**src/rtl/disp_pkg.sv**
```systemverilog
package disp_pkg;

  localparam int SEG_W = 7;
  localparam int DIG_W = 4;

  typedef enum logic {
    PH_TENS = 1'b0,
    PH_ONES = 1'b1
  } phase_e;

  // Active-high abcdefg, a in bit 6.
  function automatic logic [SEG_W-1:0] digit_to_seg(input logic [DIG_W-1:0] d);
    logic [SEG_W-1:0] s;
    case (d)
      4'd0:    s = 7'b1111110;
      4'd1:    s = 7'b0110000;
      4'd2:    s = 7'b1101101;
      4'd3:    s = 7'b1111001;
      4'd4:    s = 7'b0110011;
      4'd5:    s = 7'b1011011;
      4'd6:    s = 7'b0011111;
      4'd7:    s = 7'b1110000;
      4'd8:    s = 7'b1111111;
      4'd9:    s = 7'b1110011;
      default: s = 7'b0000000;
    endcase
    return s;
  endfunction

endpackage

```
**src/rtl/frame_pacer.sv**
```systemverilog
module frame_pacer #(
  parameter int DIV = 125000
) (
  input  logic clk,
  input  logic rst,
  output logic tick_o
);
  localparam int CNT_W = (DIV > 1) ? $clog2(DIV) : 1;
  localparam logic [CNT_W-1:0] LAST = CNT_W'(DIV - 1);

  logic [CNT_W-1:0] cnt;

  assign tick_o = (cnt == LAST);

  always_ff @(posedge clk) begin
    if (rst)         cnt <= '0;
    else if (tick_o) cnt <= '0;
    else             cnt <= cnt + 1'b1;
  end
endmodule

```
**src/rtl/decade_split.sv**
```systemverilog
module decade_split #(
  parameter int VAL_W   = 8,
  parameter int DIG_W   = 4,
  parameter int MAX_VAL = 99
) (
  input  logic [VAL_W-1:0] value_i,
  output logic [DIG_W-1:0] tens_o,
  output logic [DIG_W-1:0] ones_o,
  output logic             in_range_o
);
  localparam int DECADES = MAX_VAL / 10;

  logic [DECADES-1:0] at_least;

  genvar k;
  generate
    for (k = 1; k <= DECADES; k++) begin : g_cmp
      assign at_least[k-1] = (value_i >= VAL_W'(k * 10));
    end
  endgenerate

  logic [VAL_W-1:0] tens_w;
  logic [VAL_W-1:0] rem_w;

  always_comb begin
    tens_w = '0;
    for (int i = 0; i < DECADES; i++) begin
      if (at_least[i]) tens_w = VAL_W'(i + 1);
    end
    rem_w      = value_i - VAL_W'(tens_w * VAL_W'(10));
    tens_o     = tens_w[DIG_W-1:0];
    ones_o     = rem_w[DIG_W-1:0];
    in_range_o = (value_i <= VAL_W'(MAX_VAL));
  end
endmodule

```
**src/rtl/digit_encoder.sv**
```systemverilog
module digit_encoder
  import disp_pkg::*;
#(
  parameter bit BLANK_ZERO = 1'b0
) (
  input  logic [DIG_W-1:0] digit_i,
  input  logic             blank_i,
  output logic [SEG_W-1:0] seg_o
);
  generate
    if (BLANK_ZERO) begin : g_lead_blank
      assign seg_o = (blank_i || (digit_i == '0)) ? '0 : digit_to_seg(digit_i);
    end else begin : g_plain
      assign seg_o = blank_i ? '0 : digit_to_seg(digit_i);
    end
  endgenerate
endmodule

```
**src/rtl/seg2_scan_display.sv**
```systemverilog
module seg2_scan_display
  import disp_pkg::*;
#(
  parameter int VAL_W    = 8,
  parameter int EN_W     = 8,
  parameter int MAX_VAL  = 99,
  parameter int TICK_DIV = 125000
) (
  input  logic             clk,
  input  logic             rst,
  input  logic [VAL_W-1:0] value_i,
  output logic [6:0]       seg_o,
  output logic [EN_W-1:0]  en_o
);
  localparam logic [EN_W-1:0] TENS_EN = EN_W'(2);
  localparam logic [EN_W-1:0] ONES_EN = EN_W'(1);
  localparam logic [EN_W-1:0] SCAN_MASK = TENS_EN | ONES_EN;

  logic             tick;
  phase_e           phase;
  logic [VAL_W-1:0] held;
  logic [VAL_W-1:0] src;
  logic [DIG_W-1:0] tens_d;
  logic [DIG_W-1:0] ones_d;
  logic             in_range;
  logic [SEG_W-1:0] seg_tens;
  logic [SEG_W-1:0] seg_ones;

  frame_pacer #(.DIV(TICK_DIV)) u_pacer (
    .clk    (clk),
    .rst    (rst),
    .tick_o (tick)
  );

  // A tens frame takes a fresh sample; a ones frame reuses the held one.
  assign src = (phase == PH_TENS) ? value_i : held;

  decade_split #(.VAL_W(VAL_W), .DIG_W(DIG_W), .MAX_VAL(MAX_VAL)) u_split (
    .value_i    (src),
    .tens_o     (tens_d),
    .ones_o     (ones_d),
    .in_range_o (in_range)
  );

  digit_encoder #(.BLANK_ZERO(1'b1)) u_enc_tens (
    .digit_i (tens_d),
    .blank_i (!in_range),
    .seg_o   (seg_tens)
  );

  digit_encoder #(.BLANK_ZERO(1'b0)) u_enc_ones (
    .digit_i (ones_d),
    .blank_i (!in_range),
    .seg_o   (seg_ones)
  );

  always_ff @(posedge clk) begin
    if (rst) begin
      phase <= PH_TENS;
      held  <= '0;
      seg_o <= '0;
      en_o  <= '0;
    end else if (tick) begin
      if (phase == PH_TENS) begin
        held  <= value_i;
        seg_o <= seg_tens;
        en_o  <= TENS_EN;
        phase <= PH_ONES;
      end else begin
        seg_o <= seg_ones;
        en_o  <= ONES_EN;
        phase <= PH_TENS;
      end
    end
  end

  AST_ONE_ENABLE: assert property (@(posedge clk) disable iff (rst)
    $onehot0(en_o));

  AST_UNUSED_POS: assert property (@(posedge clk) disable iff (rst)
    (en_o & ~SCAN_MASK) == '0);

  AST_FRAME_SWITCH: assert property (@(posedge clk) disable iff (rst)
    tick |=> (en_o != $past(en_o)));

  AST_FRAME_HOLD: assert property (@(posedge clk) disable iff (rst)
    !tick |=> ($stable(en_o) && $stable(seg_o)));

  AST_TENS_BLANK: assert property (@(posedge clk) disable iff (rst)
    (tick && phase == PH_TENS && value_i < VAL_W'(10)) |=> (seg_o == '0));

  AST_OVER_BLANK: assert property (@(posedge clk) disable iff (rst)
    (tick && phase == PH_TENS && value_i > VAL_W'(MAX_VAL)) |=> (seg_o == '0));

endmodule

```
**config.mk**
```make
export PLATFORM = sky130hd
export DESIGN_NAME = seg2_scan_display
export DESIGN_NICKNAME = d
export VERILOG_FILES = /design/src/rtl/disp_pkg.sv /design/src/rtl/frame_pacer.sv /design/src/rtl/decade_split.sv /design/src/rtl/digit_encoder.sv /design/src/rtl/seg2_scan_display.sv
export SDC_FILE = /design/constraint.sdc
export NUM_CORES = 1
export LEC_CHECK = 0
export BUFFER_PORTS_ARGS = -buffer_cell sky130_fd_sc_hd__buf_2
export CORE_MARGIN = 1
export CORE_UTILIZATION = 53
export CTS_BUF_LIST = sky130_fd_sc_hd__clkbuf_16
export DETAILED_ROUTE_END_ITERATION = 6
export MAX_ROUTING_LAYER = met4
export PLACE_DENSITY_LB_ADDON = 0.1
export SYNTH_ARGS = -nofsm -noshare
export SYNTH_HDL_FRONTEND = slang
export SYNTH_SLANG_ARGS = --single-unit
```
**constraint.sdc**
```tcl
create_clock -name clk -period 3.33 [get_ports clk]
set_input_delay 0 -clock clk [delete_from_list [all_inputs] [get_ports clk]]
set_output_delay 0 -clock clk [all_outputs]
set_load 0.01 [all_outputs]
```
# Word level (Yosys, flattened, before mapping)

Memory sizes are Yosys's and may differ from the RTL's.
Cells that the tools add are included.

Logic and storage cells: 40
Memories: 2
Memory bits (read-only): 224
Output and inout bits: 15
Register bits: 41

Multipliers: 1
$add $sub $neg: 2
Multiplexer cells: 15
Order comparisons: 10
Equality and inequality tests: 1
Reduce and logical (&&, ||, !) cells: 4

Memories:

| name            | depth | width | read ports | clocked after memory_dff | write ports | RTL line       | source |
|---|---|---|---|---|---|---|---|
| (no name shown) | 16    | 7     | 1          | 0                        | 0           | disp_pkg.sv:14 | `case (d)` |
| (no name shown) | 16    | 7     | 1          | 0                        | 0           | disp_pkg.sv:14 |  |

Operators with widths:

| operator                                                                             | count |
|---|---|
| 8-bit by 6-bit greater-or-equal comparator with 1-bit output (second input constant) | 3 |
| 8-bit by 7-bit greater-or-equal comparator with 1-bit output (second input constant) | 3 |
| 7-bit 2-to-1 mux                                                                     | 3 |
| 17-bit by 1-bit adder with 17-bit output (second input constant)                     | 1 |
| 17-bit == test (second input constant)                                               | 1 |
| 8-bit by 5-bit greater-or-equal comparator with 1-bit output (second input constant) | 2 |
| 3-bit 2-to-1 mux                                                                     | 4 |
| 8-bit by 4-bit greater-or-equal comparator with 1-bit output (second input constant) | 1 |
| 8-bit by 7-bit <= comparator with 1-bit output (second input constant)               | 1 |
| 4-bit 2-to-1 mux                                                                     | 2 |
| 8-bit 2-to-1 mux                                                                     | 1 |
| 2-bit 2-to-1 mux                                                                     | 3 |
| 4-bit zero test                                                                      | 1 |
| 4-bit by 3-bit multiplier with 3-bit output (second input constant)                  | 1 |
| 4-bit subtractor                                                                     | 1 |
| 1-bit 2-to-1 mux                                                                     | 2 |
| 2-bit OR reduction                                                                   | 1 |
| 1-bit zero test                                                                      | 1 |
| 1-bit logical OR                                                                     | 1 |

# Longest topological paths before layout

Gate-level depths: netlist of the first run.
An unclocked memory read counts as a cell.

Word-level depth: 16
Gate-level depth with buffers: 15
Mapped depth without buffers: 13

# Cells and area by module

From an unflattened synthesis of the first run, not the netlist that was laid out.

Cell total of the unflattened synthesis: 294
Area, all modules: 2417.3 µm²

Modules (own cells, without submodules):

| module                      | times used | cells each | sequential area each (µm²) | area each (µm²) |
|---|---|---|---|---|
| seg2_scan_display           | 1          | 93         | 340.3                      | 849.6 |
| frame_pacer                 | 1          | 90         | 340.3                      | 800.8 |
| decade_split                | 1          | 48         | 0.0                        | 335.3 |
| digit_encoder at u_enc_ones | 1          | 33         | 0.0                        | 226.5 |
| digit_encoder at u_enc_tens | 1          | 30         | 0.0                        | 205.2 |

# Worst setup path before layout of the first run

No wires, ideal clock.

Path kind: reg2reg
From: register phase
To: register seg_o[6]
Required time: 3208 ps
Setup time: 122 ps
Clock period less this slack: 3623 ps
Setup slack: -293 ps
Arrival: 3501 ps
Cell stages (with the launch flop): 13
Buffers on the path: 0
Cells stage by stage: dfxtp_1 > mux2i_2 > o211ai_1 > a2111oi_4 > nor2_1 > o21ai_0 > nand2_1 > ha_1 > fa_1 > xnor2_1 > xnor2_4 > mux2i_1 > a221o_1

Cells in the longest elaborated chain, start to end: 16
Elaborated cells on any way between the ends: 30
Classes of those cells: 1 x add/sub; 1 x mul; 10 x order compare; 13 x mux; 3 x reduce/logical; 2 x memory

Ends and longest elaborated chain:

| what                                                         | RTL line                | source |
|---|---|---|
| from (decl)                                                  | seg2_scan_display.sv:20 | `phase_e phase;` |
| from (signal assigned)                                       | seg2_scan_display.sv:59 | `phase <= PH_TENS;` |
| from (signal assigned)                                       | seg2_scan_display.sv:68 | `phase <= PH_ONES;` |
| from (signal assigned)                                       | seg2_scan_display.sv:72 | `phase <= PH_TENS;` |
| 8-bit 2-to-1 mux                                             | n/a                     |  |
| 8-bit by 4-bit greater-or-equal comparator with 1-bit output | decade_split.sv:18      | `assign at_least[k-1] = (value_i >= VAL_W'(k * 10));` |
| 1-bit 2-to-1 mux                                             | decade_split.sv:28      | `if (at_least[i]) tens_w = VAL_W'(i + 1);` |
| 2-bit 2-to-1 mux (2 in a row)                                | decade_split.sv:28      |  |
| 3-bit 2-to-1 mux (4 in a row)                                | decade_split.sv:28      |  |
| 4-bit 2-to-1 mux (2 in a row)                                | decade_split.sv:28      |  |
| 4-bit by 3-bit multiplier with 3-bit output                  | decade_split.sv:30      | `rem_w = value_i - VAL_W'(tens_w * VAL_W'(10));` |
| 4-bit subtractor                                             | decade_split.sv:30      |  |
| memory read 16 x 7 bit                                       | n/a                     |  |
| 7-bit 2-to-1 mux                                             | digit_encoder.sv:14     | `assign seg_o = blank_i ? '0 : digit_to_seg(digit_i);` |
| 7-bit 2-to-1 mux (*)                                         | seg2_scan_display.sv:64 | `if (phase == PH_TENS) begin` |
| to (signal assigned)                                         | seg2_scan_display.sv:66 | `seg_o <= seg_tens;` |
| to (signal assigned)                                         | seg2_scan_display.sv:70 | `seg_o <= seg_ones;` |
| to (decl)                                                    | seg2_scan_display.sv:12 | `output logic [6:0] seg_o,` |

Mark *: on every way between the ends. The rest lies on a longest branch, timed or not.
A chain may end at the register's enable or synchronous reset.

# Final worst setup path of the first run

From: register phase
To: register seg_o[3]

Same word-level chain as after synthesis.

==> results of run 1 <==
[worst min path at each step]
stage                           to  slack [ns]  cells after the start
floorplan                  held[6]        0.30                      3
global placement    u_pacer.cnt[2]        0.41                      2
detailed placement        seg_o[4]        0.42                      1
CTS                        held[4]        0.13                      2
global route              seg_o[4]        0.15                      2
finish                     held[4]        0.13                      2
[registers in the layout, indices dropped and copies added (netlist names)]
signal,count
en_o,1
held,8
phase,1
seg_o,7
u_pacer.cnt,17
[kinds of logic after synthesis]
group | after synthesis | synth area share [%]
buffers and inverters | 24 | 6.21
AOI/OAI and AO/OA | 60 | 18.8
DFF | 34 | 29.4
adders and majority gates | 11 | 6.26
muxes | 15 | 8.10
and+or+nand+nor | 107 | 23.5
xor gates and xnor gates | 17 | 7.56
other | 1 | 0.162
[where the power goes]
group | switching (W) | total (W) | internal, W
clock | 0.000181 | 0.000611 | 0.000430
combinational | 0.000109 | 0.000193 | 0.0000837
sequential | 0.00000339 | 0.000413 | 0.000409
total | 0.000293 | 0.00122 | 0.000923
[repair_timing]
action,in CTS,in global routing
buffers inserted,0,3
gates resized for setup,1,8
gates cloned,0,0
setup endpoints to repair,2,4
pin swaps,0,5
hold buffers,0,0
[per-layer routing]
metal,routed length (um),vias to the layer above,share of wire (%)
met3,148,8,2.8
li1,-,1030,-
met4,95,0,1.8
met2,2450,38,47
met5,0,-,0
met1,2570,959,49
[stage by stage]
| stage | util, % | setup WS [ns] | instance area (um^2) | setup TNS (ns) |
|---|---|---|---|---|
| finish | 68.0 | 0.152 | 2780 | 0 |
| global route | 68.0 | 0.00594 | 2780 | 0 |
| CTS | 66.7 | 0.0738 | 2720 | 0 |
| detailed placement | 61.8 | -0.00685 | 2530 | -0.00685 |
| global placement | 61.8 | 0.0589 | 2530 | 0 |
| floorplan | - | 0.0161 | 2360 | 0 |
[worst register-to-register path: stages (launching register included)]
cell and delay [ns]:
dfxtp_4 0.38, buf_4 0.17, mux2i_4 0.19, buf_4 0.16, a21oi_1 0.15, or2_1 0.19
nor2_1 0.05, o21ai_0 0.15, nand2_1 0.09, ha_1 0.20, fa_2 0.38, xnor2_4 0.27
xor2_2 0.24, a2111oi_1 0.09, or3_1 0.34
[final cells by class]
type | instances | area [um^2]
Multi-Input combinational cell | 216 | 1580
Sequential cell | 34 | 684
Timing Repair Buffer | 38 | 238
Fill cell | 334 | 1310
Inverter | 7 | 26.3
Clock inverter | 3 | 68.8
Tap cell | 50 | 62.6
Clock buffer | 5 | 125
[cell usage after synthesis, types with 2 or more instances]
master    number  area share (%)
nand3_1        5             1.1
a21o_1         2            0.65
buf_6          2            0.97
xnor2_1        5             1.9
a21oi_1       21             4.5
nor3b_1        2            0.65
xor2_1        10             3.8
nor3_1         8             1.7
clkbuf_1       6            0.97
or3_1          3            0.81
buf_4          7             2.3
mux2i_1        8             3.5
nor4_1         4             1.1
nor4bb_1       3             1.3
inv_1          7             1.1
and2_1         4             1.1
a22oi_1        4             1.3
mux2_2         2            0.97
nand4_1        3            0.81
a21boi_1       2            0.65
and3_1         6             1.6
o21ai_0        7             1.5
nand2_1       16             2.6
ha_1          10             5.4
and4_1         2            0.76
dfxtp_1       34              29
a31oi_1        3            0.81
nor2_1        44             7.1
mux2i_4        2             1.9
==> qor.csv, run 1 <==
metric,value,unit
Worst Max-Slew Pin Slew,0.610,ns
number of synthesized flops with an enable pin,0,
DRC,0,
GRT met1 Usage,30.5,%
top_reg_cell synth,dfxtp_1,
Slew HR,59.2,%
max-cap viol count,0,
largest net degree at the start of global routing,25,
Max clock buf depth,2,
Ant. Diodes,0,
initial antenna violation count,0,
global-route wire length before repair,8210,um
cells on worst reg2reg path,14,
Starting DRT DRC Count,134,
Area Growth Syn to Fin,20.0,%
Core ar.,0.00409,mm^2
crit end category,register,
CTS Buf Count,5,
CP startpoint kind,register,
number of global-route vias before repair,1787,
All-Layer GR Usage,24.2,%
Max stage delay on crit path,0.38,ns
Hold Startpoint,rst,
critical path type,reg -> reg,
Clock Sinks,34,
drt wl/cell,14.9,um
Yosys warnings,0,
post-route clock skew,0.00563,ns
Overall Power,0.00122,W
buffer and inverter count on the worst path,2,
CP required,3.49,ns
max-slew violations,0,
"Max FO, Critical Path",7,
Post-DP HPWL,3820,um
"FF+latch count, synth",34,
synthesized cell area,0.00232,mm^2
die area,0.00464,mm^2
Tmin final,3.18,ns
Die Height,68.1,um
post-synthesis sequential area ratio,29.4,%
Port Buffers,18,
WHS,0.129,ns
global route total overflow,0,
Pwr Density,437,mW/mm^2
fin nets,323,
Yosys cell types,66,
endpoints failing hold,0,
critical path endpoint,seg_o[3],
H-tree depth,2,
Worst-path clk slew,0.06,ns
placed cell count,342,
Worst R2R End,seg_o[3],
Critical Path Stages,14,
Reg2Reg Setup Slack,0.15,ns
Leak,1.14,nW
clk_lat worst skew,0.28,ns
Worst R2R Start,phase,
WP data arrival,3.34,ns
f_max,315,MHz
share of layout cells above drive strength 1,23.4,%
TritonCTS clock tree,yes,
Async SR Flop Fraction,0,%
Top delay family on crit path,simple AND/OR/NAND/NOR gates,
gpl congestion,0.908,
syn_area_per_cell,8.61,um^2
via count,2035,
Max VDD drop,0.000329,V
"commonest non-fill, non-tap cell in the layout",nor2_1,
Hold Crit Class,in -> reg,
drt pass-1 iters,5,
RSZ-0062 raised after global routing,false,
Crit. Startpoint,phase,
synthesized instance count,269,
ANT nets after route,0,
# rows,23,
"commonest cells after routing, fill and taps aside","nor2_1 (44), dfxtp_1 (33), a21oi_1 (20)",
global-route layer with the greatest usage,met2,
io pins,25,
Die W,68.1,um
critical-path cell list,"buf_4, mux2i_4, buf_4, a21oi_1, or2_1, nor2_1, o21ai_0, nand2_1, ha_1, fa_2, xnor2_4, xor2_2, a2111oi_1, or3_1",
Starting Density,56.7,%
Vias/cell,5.76,
met3 usage,4.17,%
outcome,finished clean,
met2 Track Usage GR,39.7,%
final setup fails,0,
CP max-delay cell,dfxtp_4,
Final Non-Filler Cells,353,
Post-Route WL,5260,um
CTS Root Cell,clkbuf_16,
cell mode on critical path,buf_4,
Final period util,95.4,%
Note: power is estimated with default switching activity, not from simulation.
==> run 2, diff against run 1 <==
Clock period 3.33 ns to 2.6 ns, I/O delays scaled along.
==> run 2 against run 1 <==
  * The run now ends with negative setup slack left
  * Non-clock buffer count grew 41
  * Die area unchanged
  * First-iteration DRC count increased by 31%
==> qor.csv, run 2 (synthesis gave the netlist of run 1 again) <==
metric,value,unit
number of global-route vias before repair,2071,
CP required,2.77,ns
drt wl/cell,15.1,um
Final period util,122,%
cells on worst reg2reg path,12,
Hold Crit Class,in -> reg,
max-slew violations,0,
Starting Density,56.7,%
Hold Startpoint,rst,
post-route clock skew,0.00434,ns
# rows,23,
Largest regs,"u_pacer.cnt (17), held (8), seg_o (7)",
Area Growth Syn to Fin,34.4,%
Pwr Density,511,mW/mm^2
Top delay family on crit path,compound AO/OA/AOI/OAI gates,
Post-Route WL,5960,um
WHS,0.133,ns
CTS Buf Count,5,
die area,0.00464,mm^2
RSZ-0062 raised after global routing,true,
fin nets,364,
Max stage delay on crit path,0.42,ns
Worst Max-Slew Pin Slew,0.475,ns
fin worst setup slack,-0.578,ns
Largest register FFs,17,
Final Non-Filler Cells,394,
Die Height,68.1,um
internal power,0.00119,W
Reg2Reg Setup Slack,-0.58,ns
Ant. Diodes,0,
Die W,68.1,um
Max VDD drop,0.000300,V
"Max FO, Critical Path",6,
initial antenna violation count,0,
drt pass-1 iters,4,
Clock Sinks,34,
via count,2245,
"commonest cells after routing, fill and taps aside","buf_4 (58), nor2_1 (43), dfxtp_1 (33)",
clk_lat worst skew,0.28,ns
Worst R2R End,seg_o[6],
area of the multi-input gates,0.00158,mm^2
cell mode on critical path,xnor2_4,
Util after Layout,76.2,%
Critical Path Stages,12,
Net Sw Power,0.000398,W
All-Layer GR Usage,28.9,%
Max clock buf depth,2,
global route total overflow,0,
CTS Root Cell,clkbuf_16,
critical path type,reg -> reg,
H-tree depth,2,
Hold Crit Depth,2,
"commonest non-fill, non-tap cell in the layout",buf_4,
crit end category,register,
TNS Setup,-3.58,ns
Port Buffers,18,
CP startpoint kind,register,
TritonCTS clock tree,yes,
Slew HR,67.4,%
io pins,25,
Leak,1.34,nW
ANT nets after route,0,
placed cell count,382,
filler instances,296,
failing checks,negative setup slack,
outcome,"finished, violations left",
DRC,0,
share of layout cells above drive strength 1,33.4,%
WP data arrival,3.35,ns
CP max-delay cell,dfxtp_4,
Worst-path clk slew,0.06,ns
hold bufs inserted after CTS,0,
sequential share of power,33.2,%
Worst R2R Start,phase,
endpoints failing hold,0,
register bank with the most flops,u_pacer.cnt,
buffer and inverter count on the worst path,0,
Starting DRT DRC Count,175,
max-cap viol count,0,
final setup fails,7,
largest net degree at the start of global routing,25,
logic gate share of total power,19.6,%
Tmin final,3.18,ns
area taken by flip-flops and latches,684,um^2
gpl congestion,0.935,
global-route wire length before repair,9620,um
f_max,315,MHz
Post-DP HPWL,4240,um
Hold Path End,held[7],
Sw Share,25.0,%
critical-path cell list,"mux2i_2, o211ai_1, a2111oi_4, nor2_1, o21ai_1, nand2_1, ha_2, fa_2, xnor2_4, xnor2_4, mux2i_1, a221o_1",
clock power share,47.2,%
Core ar.,0.00409,mm^2
Vias/cell,5.70,
## run 2: cell types whose count changed in the layout (fill, tap and decap cells not counted), moves of 2 or more
cell | before | now
buf_12 | 0 | 2
buf_4 | 19 | 58
mux2i_1 | 8 | 6
mux2i_2 | 0 | 2
o21ai_0 | 7 | 5
## run 2: through the flow
step                setup slack (ns)  total power [W]  cell area [um^2]
finish                        -0.578          0.00159              3120
global placement              -0.460         0.000818              2860
floorplan                     -0.543         0.000716              2380
CTS                           -0.563          0.00159              3100
global route                  -0.729          0.00164              3120
detailed placement            -0.494         0.000820              2860
## run 2: worst max-delay path by stage
stage,end,startpoint
after floorplan,seg_o[3],phase
after global placement,seg_o[1],phase
after detailed placement,seg_o[1],phase
after CTS,seg_o[3],phase
after global routing,seg_o[3],phase
final,seg_o[6],phase
## run 2: cell type report
cell class,instances,share of cell area (%)
multi-input combinational,216,50.6
sequential,34,22.0
clock buffer,6,4.82
timing repair buffer,79,18.5
inverter,7,0.843
tap,50,2.01
clock inverter,2,1.24
## run 2: timing repair
action,CTS,global route
resized for setup,8,0
setup endpoints to repair,7,7
hold endpoints to repair,0,0
pin swaps,2,1
buffers inserted,2,2
## run 2: layer usage
layer	vias up	global-route usage [%]	wire (um)
met5	-	-	0
met4	0	13.5	191
met3	18	5.50	263
met2	67	46.0	2800
met1	1057	35.1	2700
li1	1103	-	-
## run 2: worst reg2reg max path, cell delays in order, from the launching register on
cell	delay, ns
dfxtp_4	0.42
mux2i_2	0.28
o211ai_1	0.18
a2111oi_4	0.37
nor2_1	0.09
o21ai_1	0.13
nand2_1	0.10
ha_2	0.20
fa_2	0.40
xnor2_4	0.27
xnor2_4	0.20
mux2i_1	0.12
a221o_1	0.31
## run 2: power groups by stage
stage | clock [W] | sequential [W] | combinational [W]
detailed placement | 0 | 0.000540 | 0.000280
floorplan | 0 | 0.000539 | 0.000178
CTS | 0.000757 | 0.000528 | 0.000303
global route | 0.000780 | 0.000529 | 0.000336
finish | 0.000752 | 0.000528 | 0.000312
global placement | 0 | 0.000539 | 0.000279
